`config.mk`:
```
export PLATFORM = sky130hd
export DESIGN_NAME = tstamp_counter
export DESIGN_NICKNAME = d
export VERILOG_FILES = /design/src/rtl/tstamp_pkg.sv /design/src/rtl/tstamp_prescaler.sv /design/src/rtl/tstamp_split_count.sv /design/src/rtl/tstamp_tick_delay.sv /design/src/rtl/tstamp_counter.sv
export SDC_FILE = /design/constraint.sdc
export NUM_CORES = 1
export LEC_CHECK = 0
export ABC_AREA = 0
export CELL_PAD_IN_SITES_DETAIL_PLACEMENT = 0
export CELL_PAD_IN_SITES_GLOBAL_PLACEMENT = 1
export CORE_ASPECT_RATIO = 0.7
export CORE_UTILIZATION = 35
export DETAILED_ROUTE_END_ITERATION = 7
export GPL_TIMING_DRIVEN = 0
export HOLD_SLACK_MARGIN = 0.12
export PLACE_DENSITY_LB_ADDON = 0.2
export SLEW_MARGIN = 20
export SYNTH_ARGS = -nofsm -noshare
export SYNTH_HDL_FRONTEND = slang
export SYNTH_SLANG_ARGS = --single-unit
```
`constraint.sdc`:
```
create_clock -name clk -period 3.83 [get_ports clk]
set_input_delay 0.383 -clock clk [delete_from_list [all_inputs] [get_ports clk]]
set_output_delay 0.383 -clock clk [all_outputs]
set_load 0.05 [all_outputs]
```
`src/rtl/tstamp_pkg.sv`:
```
package tstamp_pkg;

  // Index of the last prescaler cycle for an active period value.
  // Ratios 0 and 1 both give a one-cycle period.
  function automatic logic [31:0] period_last(input logic [31:0] r);
    return (r <= 32'd1) ? 32'd0 : r - 32'd1;
  endfunction

endpackage

```
`src/rtl/tstamp_prescaler.sv`:
```
module tstamp_prescaler #(
  parameter int RATIO_W = 16
) (
  input  logic               clk,
  input  logic               rst,
  input  logic               en,
  input  logic [RATIO_W-1:0] ratio,
  output logic               adv_o
);
  import tstamp_pkg::*;

  logic [RATIO_W-1:0] phase_q;
  logic [RATIO_W-1:0] per_q;
  logic               match_q;
  logic [RATIO_W-1:0] last_idx;
  logic               at_end;

  always_comb begin
    last_idx = RATIO_W'(period_last(32'(per_q)));
    at_end   = (phase_q >= last_idx);
  end

  always_ff @(posedge clk) begin
    if (rst) begin
      phase_q <= '0;
      per_q   <= ratio;
      match_q <= 1'b0;
    end else if (en) begin
      match_q <= at_end;
      if (at_end) begin
        phase_q <= '0;
        per_q   <= ratio;
      end else begin
        phase_q <= phase_q + 1'b1;
      end
    end
  end

  assign adv_o = match_q & en;

  // a disabled cycle leaves phase and pending advance untouched
  assert_freeze_R3: assert property (@(posedge clk) disable iff (rst)
    !en |=> ($stable(phase_q) && $stable(match_q)));

  // the active period changes only together with a reload
  assert_reload_R5: assert property (@(posedge clk) disable iff (rst)
    !$stable(per_q) |-> (phase_q == '0));

  // the phase never runs past the end of the active period
  assert_range_R2: assert property (@(posedge clk) disable iff (rst)
    phase_q <= last_idx);

endmodule

```
`src/rtl/tstamp_split_count.sv`:
```
module tstamp_split_count #(
  parameter int CNT_W = 42,
  parameter int LO_W  = 21
) (
  input  logic             clk,
  input  logic             rst,
  input  logic             adv,
  output logic [CNT_W-1:0] value_o
);
  localparam int HI_W = CNT_W - LO_W;

  logic [LO_W-1:0] lo_q;
  logic [LO_W-1:0] lo_dly_q;
  logic [HI_W-1:0] hi_q;
  logic            cy_q;
  logic [LO_W:0]   lo_sum;

  always_comb lo_sum = {1'b0, lo_q} + 1'b1;

  always_ff @(posedge clk) begin
    if (rst) begin
      lo_q     <= '0;
      lo_dly_q <= '0;
      hi_q     <= '0;
      cy_q     <= 1'b0;
    end else begin
      if (adv) begin
        lo_q <= lo_sum[LO_W-1:0];
        cy_q <= lo_sum[LO_W];
      end else begin
        cy_q <= 1'b0;
      end
      hi_q     <= hi_q + HI_W'(cy_q);
      lo_dly_q <= lo_q;
    end
  end

  // High half is already carry-corrected when paired with the delayed low half.
  assign value_o = {hi_q, lo_dly_q};

  // a registered carry only exists right after the low half wrapped
  assert_carry_R6: assert property (@(posedge clk) disable iff (rst)
    cy_q |-> (lo_q == '0));

  // the high half moves only by way of the carry register
  assert_hi_R6: assert property (@(posedge clk) disable iff (rst)
    !cy_q |=> $stable(hi_q));

endmodule

```
`src/rtl/tstamp_tick_delay.sv`:
```
module tstamp_tick_delay #(
  parameter int DEPTH = 2
) (
  input  logic clk,
  input  logic rst,
  input  logic d,
  output logic q
);
  logic [DEPTH-1:0] pipe_q;

  generate
    for (genvar i = 0; i < DEPTH; i++) begin : g_stage
      always_ff @(posedge clk) begin
        if (rst) pipe_q[i] <= 1'b0;
        else if (i == 0) pipe_q[i] <= d;
        else pipe_q[i] <= pipe_q[(i == 0) ? 0 : i-1];
      end
    end
  endgenerate

  assign q = pipe_q[DEPTH-1];

endmodule

```
`src/rtl/tstamp_counter.sv`:
```
module tstamp_counter #(
  parameter int CNT_W   = 42,
  parameter int LO_W    = 21,
  parameter int RATIO_W = 16
) (
  input  logic               clk,
  input  logic               rst,
  input  logic               en,
  input  logic [RATIO_W-1:0] ratio,
  output logic [CNT_W-1:0]   count_o,
  output logic               tick_o
);
  // advance -> low half -> delayed low half: two stages to the output
  localparam int TICK_LAT = 2;

  logic adv;

  tstamp_prescaler #(.RATIO_W(RATIO_W)) u_presc (
    .clk   (clk),
    .rst   (rst),
    .en    (en),
    .ratio (ratio),
    .adv_o (adv)
  );

  tstamp_split_count #(.CNT_W(CNT_W), .LO_W(LO_W)) u_count (
    .clk     (clk),
    .rst     (rst),
    .adv     (adv),
    .value_o (count_o)
  );

  tstamp_tick_delay #(.DEPTH(TICK_LAT)) u_tick (
    .clk (clk),
    .rst (rst),
    .d   (adv),
    .q   (tick_o)
  );

  // a tick moves the published count by exactly one
  assert_step_R6: assert property (@(posedge clk) disable iff (rst)
    tick_o |-> (count_o == CNT_W'($past(count_o) + 1'b1)));

  // without a tick the published count does not move
  assert_quiet_R8: assert property (@(posedge clk) disable iff (rst)
    !tick_o |-> $stable(count_o));

  // all ones steps to zero
  assert_wrap_R7: assert property (@(posedge clk) disable iff (rst)
    (tick_o && (&$past(count_o))) |-> (count_o == '0));

endmodule

```
Word level (Yosys, flattened, before mapping)
Cells that the tools add are included.
{"block": "classes", "reduce_logical": 4, "mux": 5, "bitwise": 2, "magnitude_cmp": 2, "addsub": 4}
{"operator": "two-way mux 16 bit", "n": 5}
{"operator": "adder 21 x 1 -> 22 bit, second input constant", "n": 1}
{"operator": "adder 21 x 1 -> 21 bit", "n": 1}
{"operator": "adder 16 x 1 -> 16 bit, second input constant", "n": 1}
{"operator": "greater-or-equal comparator 16 bit", "n": 1}
{"operator": "<= comparator 16 x 1 -> 1 bit, second input constant", "n": 1}
{"operator": "subtractor 16 x 1 -> 16 bit, second input constant", "n": 1}
{"operator": "nonzero test 2 bit", "n": 2}
{"operator": "AND reduction 2 bit", "n": 1}
{"operator": "OR reduction 2 bit", "n": 1}
{"operator": "bitwise AND 1 bit", "n": 1}
{"operator": "NOT 1 bit", "n": 1}
{"block": "word_totals", "out_inout_bits": 43, "in_bits": 19, "register_bits": 99}

Depth between registers and ports, before layout
Gate-level depths: netlist of run 1.
{"block": "depth", "word_depth": 6, "mapped_depth": 13, "mapped_depth_nobuf": 12}

Cells and area by module
From an unflattened synthesis of run 1, not the netlist that was laid out.
{"block": "unflattened", "cells_unflattened": 461, "hier_area_um2": 4473.0}
{"mod": "tstamp_split_count", "cells_each": 256, "instances": 1, "area_each_um2": 2431.1}
{"mod": "tstamp_prescaler", "cells_each": 201, "instances": 1, "area_each_um2": 1989.4}
{"mod": "tstamp_tick_delay", "cells_each": 4, "instances": 1, "area_each_um2": 52.6}

Least setup slack after synthesis of run 1
No wires, ideal clock.
{"block": "synth_timing", "kind": "register to register", "startpoint": "reg u_presc.per_q[7]", "endpoint": "reg u_presc.per_q[0] (enable)", "required_ps": 3480, "setup_ps": 350, "n_path_buf": 1, "path_stages_with_launch": 12, "setup_slack_ps": 323, "arrival_ps": 3157, "cell_sequence": "edfxtp_1 > or4_4 > nor4_4 > nand4_1 > nor3b_1 > a21oi_1 > ha_1 > nand4_1 > nor3_1 > nand4b_1 > a31oi_2 > buf_2"}
{"block": "synth_between", "elab_chain_cells": 5, "elab_cells_between_ends": 6, "classes_between": "add/sub: 1; order compare: 2; mux: 1; reduce/logical: 2"}
{"element": "start, declared", "line_no": "tstamp_prescaler.sv:13", "text": "logic [RATIO_W-1:0] per_q;"}
{"element": "start signal, assigned", "line_no": "tstamp_prescaler.sv:26", "text": "per_q <= ratio;"}
{"element": "start signal, assigned", "line_no": "tstamp_prescaler.sv:32", "text": "per_q <= ratio;"}
{"element": "subtractor 16 x 1 -> 16 bit / <= comparator 16 x 1 -> 1 bit (equally long branches)", "line_no": "tstamp_pkg.sv:6", "text": "return (r <= 32'd1) ? 32'd0 : r - 32'd1;"}
{"element": "two-way mux 16 bit (*)", "line_no": "tstamp_pkg.sv:6"}
{"element": "greater-or-equal comparator 16 bit (*)", "line_no": "tstamp_prescaler.sv:20", "text": "at_end = (phase_q >= last_idx);"}
{"element": "nonzero test 2 bit (no line) (*)"}
{"element": "AND reduction 2 bit (no line) (*)"}
Mark *: on every way between the ends. The rest lies on a longest branch, timed or not.
A chain may end at the register's enable or synchronous reset.

Final worst setup path of run 1
{"block": "layout_timing", "startpoint": "reg u_presc.per_q[7]", "endpoint": "reg u_presc.per_q[9] (enable)"}
The elaborated chain is that of the path after synthesis.

==> key figures, run 1 <==
Run status
  • Outcome: completed

Clock tree
  • Clock Latency Late Sink: 0.35 ns
  • Hold buffers post-CTS: 0
  • CTS Buf Count: 9
  • Sink Count: 99
  • CTS tree: yes
  • Root Buffer: clkbuf_16
  • Clock Path Buffers: 2
  • Clk pin slew, worst setup/hold paths: 0.07 ns
  • H-tree Lvls: 3

Detailed routing
  • Vias per std cell: 4.83
  • Wirelength per Cell: 13.5 um
  • Post-route DRC: 0
  • Vias: 3339
  • Final wirelength: 9320 um
  • Initial drt markers: 187
  • Post-DRT Antenna Nets: 0
  • Drt pass-1 iters: 4

Timing
  • Slew Viols, Final: 0
  • Final Setup Violations: 0
  • Fmax: 275 MHz
  • RSZ-0062 raised after global routing: false
  • Slew margin rel.: 49.0%
  • Fin. Hold Viols: 0
  • Fin crit share: 94.8%
  • Clock skew: 0.00730 ns
  • Fin crit period: 3.63 ns
  • Final WS setup: 0.199 ns
  • Slew @ Worst Pin: 0.758 ns

Global route
  • Largest net degree at the start of global routing: 26
  • GRT Residual Overflow: 0
  • Global-route wire length before repair: 15400 um
  • Initial antenna violation count: 0
  • Tot GR Track Use: 15.6%
  • Vias in the first global route: 3029

Final layout
  • N_diodes: 0
  • Layout cell share with drive strength beyond 1: 5.43%
  • Filler cells: 1170
  • Fin cells: 691
  • Nets: 570
  • Area grow syn2layout: 26.2%

Setup path
  • Kind of critical path: flip-flop to flip-flop
  • Worst path required time: 3.88 ns
  • Type of origin of the critical path: flip-flop
  • Setup crit end kind: flip-flop
  • Worst-path maximum fanout: 25
  • Data arrival, critical path: 3.68 ns

Synthesis
  • Post-synthesis cell area: 0.00435 mm2
  • Synth cell types: 41
  • Top-area cell type share of the netlist area: 38.2%
  • Top cells by area, synth: dfxtp_1, edfxtp_1, ha_1
  • Avg Cell Area, Syn: 9.59 um2
  • #FFs+latches synth: 99
  • Area leader, netlist: dfxtp_1
  • Synthesized net count: 495
  • Mapped Cells: 454
  • Seq/Total Area, Yosys: 49.2%
  • Syn. warnings: 0

Floorplan
  • Row count: 33
  • Core area: 0.0119 mm2
  • # IOs: 62
  • Die Span Y: 95.3 um
  • Die ar.: 0.0129 mm2
  • Die width: 135 um
  • Initial Util: 36.6%

Power and ir drop
  • Power density over cell area: 375 mW/mm2
  • Worst IR drop on VDD: 0.000215 V
  • Leakage: 1.96 nW

Placed design
  • PortBufs: 61
  • GPL Wtd Cong: 0.769
  • DP Wirelength: 6840 um
  • Dpl ws: -0.492 ns
  • Dpl cells: 672

Run
  • Max_cap viols: 0

Min path
  • Tightest Hold Check Type: flip-flop to flip-flop
-- worst paths after layout --
check,cells past startpoint,slack [ns],startpoint,end
worst min register to register,1,0.46,u_tick.pipe_q[0]$_SDFF_PP0_,u_tick.q$_SDFF_PP0_
worst max register to register,12,0.20,u_presc.per_q[7]$_DFFE_PP_,u_presc.per_q[9]$_DFFE_PP_
worst max-delay path,12,0.20,u_presc.per_q[7]$_DFFE_PP_,u_presc.per_q[9]$_DFFE_PP_
worst min-delay path,1,0.46,u_tick.pipe_q[0]$_SDFF_PP0_,u_tick.q$_SDFF_PP0_
-- cell families (layout without fill, tap and decap cells) --
| group | Yosys count | in the layout | synth area share, % |
|---|---|---|---|
| multiplexers | 2 | 2 | 0.460 |
| AO/OA/AOI/OAI | 36 | 36 | 5.00 |
| AND/OR/NAND/NOR | 220 | 220 | 26.2 |
| adder cells (fa/ha/maj) | 22 | 22 | 6.32 |
| buffers and inverters | 20 | 100 | 1.78 |
| XOR/XNOR | 55 | 55 | 11.1 |
| flip-flops | 99 | 99 | 49.2 |
-- synthesized netlist by cell type (all sizes together) --
cell type   n
a2111oi     1
a21boi      1
a21oi      17
a2bb2oi     1
a31oi       1
a41oi       1
and2        2
and3        7
and3b       1
and4        5
and4bb      1
buf         2
clkbuf      8
dfxtp      83
edfxtp     16
ha         22
inv        10
mux2i       2
nand2      33
nand2b      3
nand3      24
nand4      14
nand4b      1
nor2       64
nor2b      23
nor3       23
nor3b       3
nor4        7
o211ai      2
o21a        1
o21ai       8
o21bai      1
o31a        1
o31ai       1
or2         1
or3         7
or4         1
xnor2      28
xor2       27
-- flip-flops by register name, indices dropped and copies added, names as in the netlist --
register / count
u_count.lo_dly_q: 21
u_presc.per_q: 16
u_presc.phase_q: 16
u_presc.match_q: 1
u_count.lo_q: 21
u_tick.pipe_q: 1
u_tick.q: 1
u_count.hi_q: 21
u_count.cy_q: 1
-- placed cells by master, fill, tap and decap left out, types with 5 or more instances in the layout --
cell and count:
nor2_1 64, a21oi_1 17, edfxtp_1 16, nor2b_1 23
clkbuf_1 8, and4_1 5, ha_1 22, nor3_1 22
or3_1 6, inv_1 10, dfxtp_1 83, nand3_1 24
o21ai_0 8, and3_1 7, nor4_1 5, nand2_1 33
xor2_1 27, nand4_1 14, xnor2_1 28, clkbuf_16 9
clkdlybuf4s50_1 61
-- per-stage QoR --
stage          area, um2  setup TNS, ns  total power (W)  util (%)  hold WS (ns)
2_1_floorplan       4350              0          0.00116         -         0.414
3_3_place_gp        5160          -9.86          0.00121      43.4         0.465
3_5_place_dp        5160         -11.08          0.00121      43.4         0.462
4_1_cts             5480              0          0.00208      46.1         0.471
5_1_grt             5500              0          0.00214      46.2         0.485
6_report            5500              0          0.00206      46.2         0.464
-- timing repair --
item                                    4_1_cts  5_1_grt
buffers inserted                              2        1
pin swaps                                     2        3
endpoints found under the setup margin       25       25
resized for setup                             4        2
-- critical path, stage by stage (launching register included) --
cell,delay (ns)
edfxtp_1,0.43
or4_4,0.57
nor4_4,0.22
buf_4,0.20
nand4_1,0.12
nor3b_1,0.21
a21oi_1,0.08
ha_1,0.32
nand4_1,0.17
nor3_2,0.23
nand4b_1,0.24
a31oi_4,0.31
buf_12,0.21
-- power by group --
group / internal, W / switching (W) / total (W)
clock: 0.000451 / 0.000420 / 0.000871
sequential: 0.00107 / 0.0000183 / 0.00109
combinational: 0.0000465 / 0.0000515 / 0.0000981
total: 0.00157 / 0.000490 / 0.00206
-- layout make-up --
cell class	count	area (um2)	area share, %
flip-flops and latches	99	2140	39.0
well taps	157	196	3.57
inverters	10	37.5	0.683
repair buffers	64	633	11.5
clock inverters	7	58.8	1.07
plain buffers	10	55.1	1.00
clock buffers	9	225	4.10
multi-input cells	335	2150	39.1
-- routing by layer --
metal  global-route usage [%]  routed length (um)  vias up
met5                        0                   0        -
met4                     5.62                 127        0
met3                     3.88                 401       12
met2                     21.5                3670       58
met1                     23.2                5130     1542
li1                         -                   -     1727
Note: power is estimated with default switching activity, not from simulation.
==> run 2: changes to the inputs <==
--- a/config.mk
+++ b/config.mk
@@ -9,7 +9,7 @@
 export CELL_PAD_IN_SITES_DETAIL_PLACEMENT = 0
 export CELL_PAD_IN_SITES_GLOBAL_PLACEMENT = 1
 export CORE_ASPECT_RATIO = 0.7
-export CORE_UTILIZATION = 35
+export CORE_UTILIZATION = 40
 export DETAILED_ROUTE_END_ITERATION = 7
 export GPL_TIMING_DRIVEN = 0
 export HOLD_SLACK_MARGIN = 0.12
@@ -17,4 +17,5 @@
 export SLEW_MARGIN = 20
 export SYNTH_ARGS = -nofsm -noshare
 export SYNTH_HDL_FRONTEND = slang
+export SYNTH_HIERARCHICAL = 1
 export SYNTH_SLANG_ARGS = --single-unit
==> key figures, run 2 <==
Clock tree
  • Clock Latency Late Sink: 0.34 ns (about the same)
  • CTS tree: yes
  • Root Buffer: clkbuf_16
  • Clk pin slew, worst setup/hold paths: 0.07 ns (about the same)
  • Hold buffers post-CTS: 0 (unchanged)
  • CTS Buf Count: 9 (unchanged)
  • H-tree Lvls: 3 (unchanged)
  • Clock Path Buffers: 2 (unchanged)
  • Sink Count: 99 (unchanged)

Detailed routing
  • Post-route DRC: 0 (unchanged)
  • Initial drt markers: 122 (-35%)
  • Wirelength per Cell: 13.3 um (-1.7%)
  • Post-DRT Antenna Nets: 0 (unchanged)
  • Vias: 3410 (+2.1%)
  • Drt pass-1 iters: 5 (+1)
  • Final wirelength: 9180 um (-1.6%)
  • Vias per std cell: 4.93 (+2.0%)

Synthesis
  • Syn. warnings: 6 (+6)
  • Synth cell types: 47 (+15%)
  • Main synth FF type: dfxtp_1
  • Top cells by area, synth: dfxtp_1, edfxtp_1, xor2_1
  • Area leader, netlist: dfxtp_1
  • Avg Cell Area, Syn: 9.70 um2 (+1.2%)
  • Synth async-reset ratio: 0% (unchanged)
  • Post-synthesis cell area: 0.00447 mm2 (+2.8%)
  • Top cell types by occurrence after synthesis: dfxtp_1, nor2_1, nand2_1, xor2_1, nor2b_1
  • Top-area cell type share of the netlist area: 37.1% (-1.0 points)
  • Post-synth EDFFs: 16 (unchanged)
  • Seq/Total Area, Yosys: 47.9% (-1.3 points)
  • #FFs+latches synth: 99 (unchanged)
  • Synthesized net count: 502 (+1.4%)
  • Mapped Cells: 461 (+1.5%)
  • Most common cell in the netlist: dfxtp_1

Global route
  • Largest net degree at the start of global routing: 19 (-27%)
  • Initial antenna violation count: 0 (unchanged)
  • GRT Residual Overflow: 0 (unchanged)
  • Global-route wire length before repair: 15100 um (-2.2%)
  • Vias in the first global route: 3048 (+0.63%)
  • Tot GR Track Use: 16.6% (+0.95 points)

Floorplan
  • Row count: 31 (-6.1%)
  • Die ar.: 0.0116 mm2 (-9.9%)
  • Die Span Y: 90.5 um (-5.1%)
  • Initial Util: 42.2% (+5.6 points)
  • Core area: 0.0106 mm2 (-11%)
  • # IOs: 62 (unchanged)
  • Die width: 128 um (-5.1%)

Power and ir drop
  • Leakage: 2.06 nW (+5.3%)
  • Power consumption: 0.00205 W (-0.53%)
  • Worst IR drop on VDD: 0.000213 V (-0.77%)
  • Power density over cell area: 363 mW/mm2 (-3.1%)

Run
  • Max_cap viols: 0 (unchanged)

Timing
  • Fin. Hold Viols: 0 (unchanged)
  • Final Setup Violations: 0 (unchanged)
  • Clock skew: 0.00521 ns (-0.00209 ns)
  • Fin crit period: 3.81 ns (+0.182 ns)
  • Worst hold margin: 0.436 ns (-0.0276 ns)
  • Fmax: 262 MHz (-4.8%)
  • Setup tns final: 0 ns (unchanged)
  • Fin crit share: 99.6% (+4.8 points)
  • Slew Viols, Final: 0 (unchanged)
  • RSZ-0062 raised after global routing: true
  • Slew margin rel.: 63.8% (+15 points)
  • Slew @ Worst Pin: 0.541 ns (-0.217 ns)

Final layout
  • N_diodes: 0 (unchanged)
  • Commonest non-fill, non-tap cells in the layout: dfxtp_1, clkdlybuf4s50_1, nor2_1
  • Layout cell share with drive strength beyond 1: 8.46% (+3.0 points)
  • Final core occ: 53.3% (+7.0 points)
  • Largest regs: u_count/hi_q: 21 flops, u_count/lo_dly_q: 21 flops, u_count/lo_q: 21 flops
  • Area grow syn2layout: 26.1%
  • Fin cells: 692 (+0.14%)
  • Nets: 580 (+1.8%)
  • Commonest non-fill, non-tap cell in the layout: dfxtp_1

Placed design
  • Dpl cells: 669 (-0.45%)
  • GPL Wtd Cong: 0.776 (+0.92%)
  • PortBufs: 60 (-1.6%)
  • DP Wirelength: 6560 um (-4.1%)

Setup path
  • Kind of critical path: flip-flop to flip-flop
  • Setup crit end kind: flip-flop
  • Worst-path maximum fanout: 8 (-68%)
  • Worst path required time: 3.88 ns (about the same)
  • Data arrival, critical path: 3.86 ns (+0.18 ns)
  • Largest stage delay on the critical path: 0.56 ns (about the same)
  • Type of origin of the critical path: flip-flop
  • Worst path cell trace: or4_4 > or3_4 > nor4_4 > xor2_1 > nand2_1 > ha_1 > nand4_1 > or3_1 > o32a_4 > a31oi_4 > or2_4
  • Worst path slowest cell: or4_4
  • Worst-case reg-to-reg path depth: 11 (-1)

Min path
  • Tightest Hold Check Type: flip-flop to flip-flop
  • Worst hold path depth: 1 (unchanged)

Run status
  • Outcome: completed
## run 2: kinds of logic after synthesis
logic type	count (synthesis)	share of synthesized area, %
AOI/OAI and AO/OA	41	5.76
xor gates and xnor gates	51	9.99
adders and majority gates	22	6.15
buffers and inverters	29	2.91
DFF	99	47.9
muxes	6	1.45
and+or+nand+nor	213	25.8
## run 2: worst max-delay path: cells and delay by family (launching register included)
kind / cells / cell delay (ns)
AOI/OAI and AO/OA: 2 / 0.65
adders and majority gates: 1 / 0.29
xor gates and xnor gates: 1 / 0.17
and+or+nand+nor: 7 / 1.95
DFF: 1 / 0.44
## run 2: worst paths after layout
check | slack [ns] | start | to
worst min-delay path | 0.44 | u_tick/pipe_q[0]$_SDFF_PP0_ | u_tick/q$_SDFF_PP0_
worst min register to register | 0.44 | u_tick/pipe_q[0]$_SDFF_PP0_ | u_tick/q$_SDFF_PP0_
worst max register to register | 0.02 | u_presc/per_q[5]$_DFFE_PP_ | u_presc/per_q[3]$_DFFE_PP_
worst max-delay path | 0.02 | u_presc/per_q[5]$_DFFE_PP_ | u_presc/per_q[3]$_DFFE_PP_
## run 2: power breakdown
group          switching (W)  internal, W
Clock               0.000420     0.000451
Combinational      0.0000488    0.0000435
Sequential         0.0000156      0.00107
Total               0.000484      0.00156
## run 2: timing repair
item	CTS	global route
buffers inserted	2	4
gates cloned	1	0
resized for setup	3	7
pin swaps	2	5
endpoints found under the setup margin	16	29
## run 2: area by class of cell
class	instances	area, um2
clock inverter	7	60.1
buffer	18	92.6
inverter	11	41.3
clock buffer	9	225
sequential	99	2140
timing repair buffer	66	649
multi-input combinational	334	2240
tap	148	185
fill	940	4950
## run 2: routing by layer
layer	vias to the layer above	part of all wire [%]	GRT usage, %
li1	1771	-	-
met5	-	0	0
met4	0	0.85	4.71
met2	77	39	22.8
met3	9	5.2	4.86
met1	1553	55	24.6
## run 2: through the flow
step	area (um2)	setup slack (ns)
after CTS	5570	0.00556
after floorplan	4470	0.0872
final	5640	0.0167
after global routing	5640	-0.130
after detailed placement	5260	-0.272
after global placement	5260	-0.238
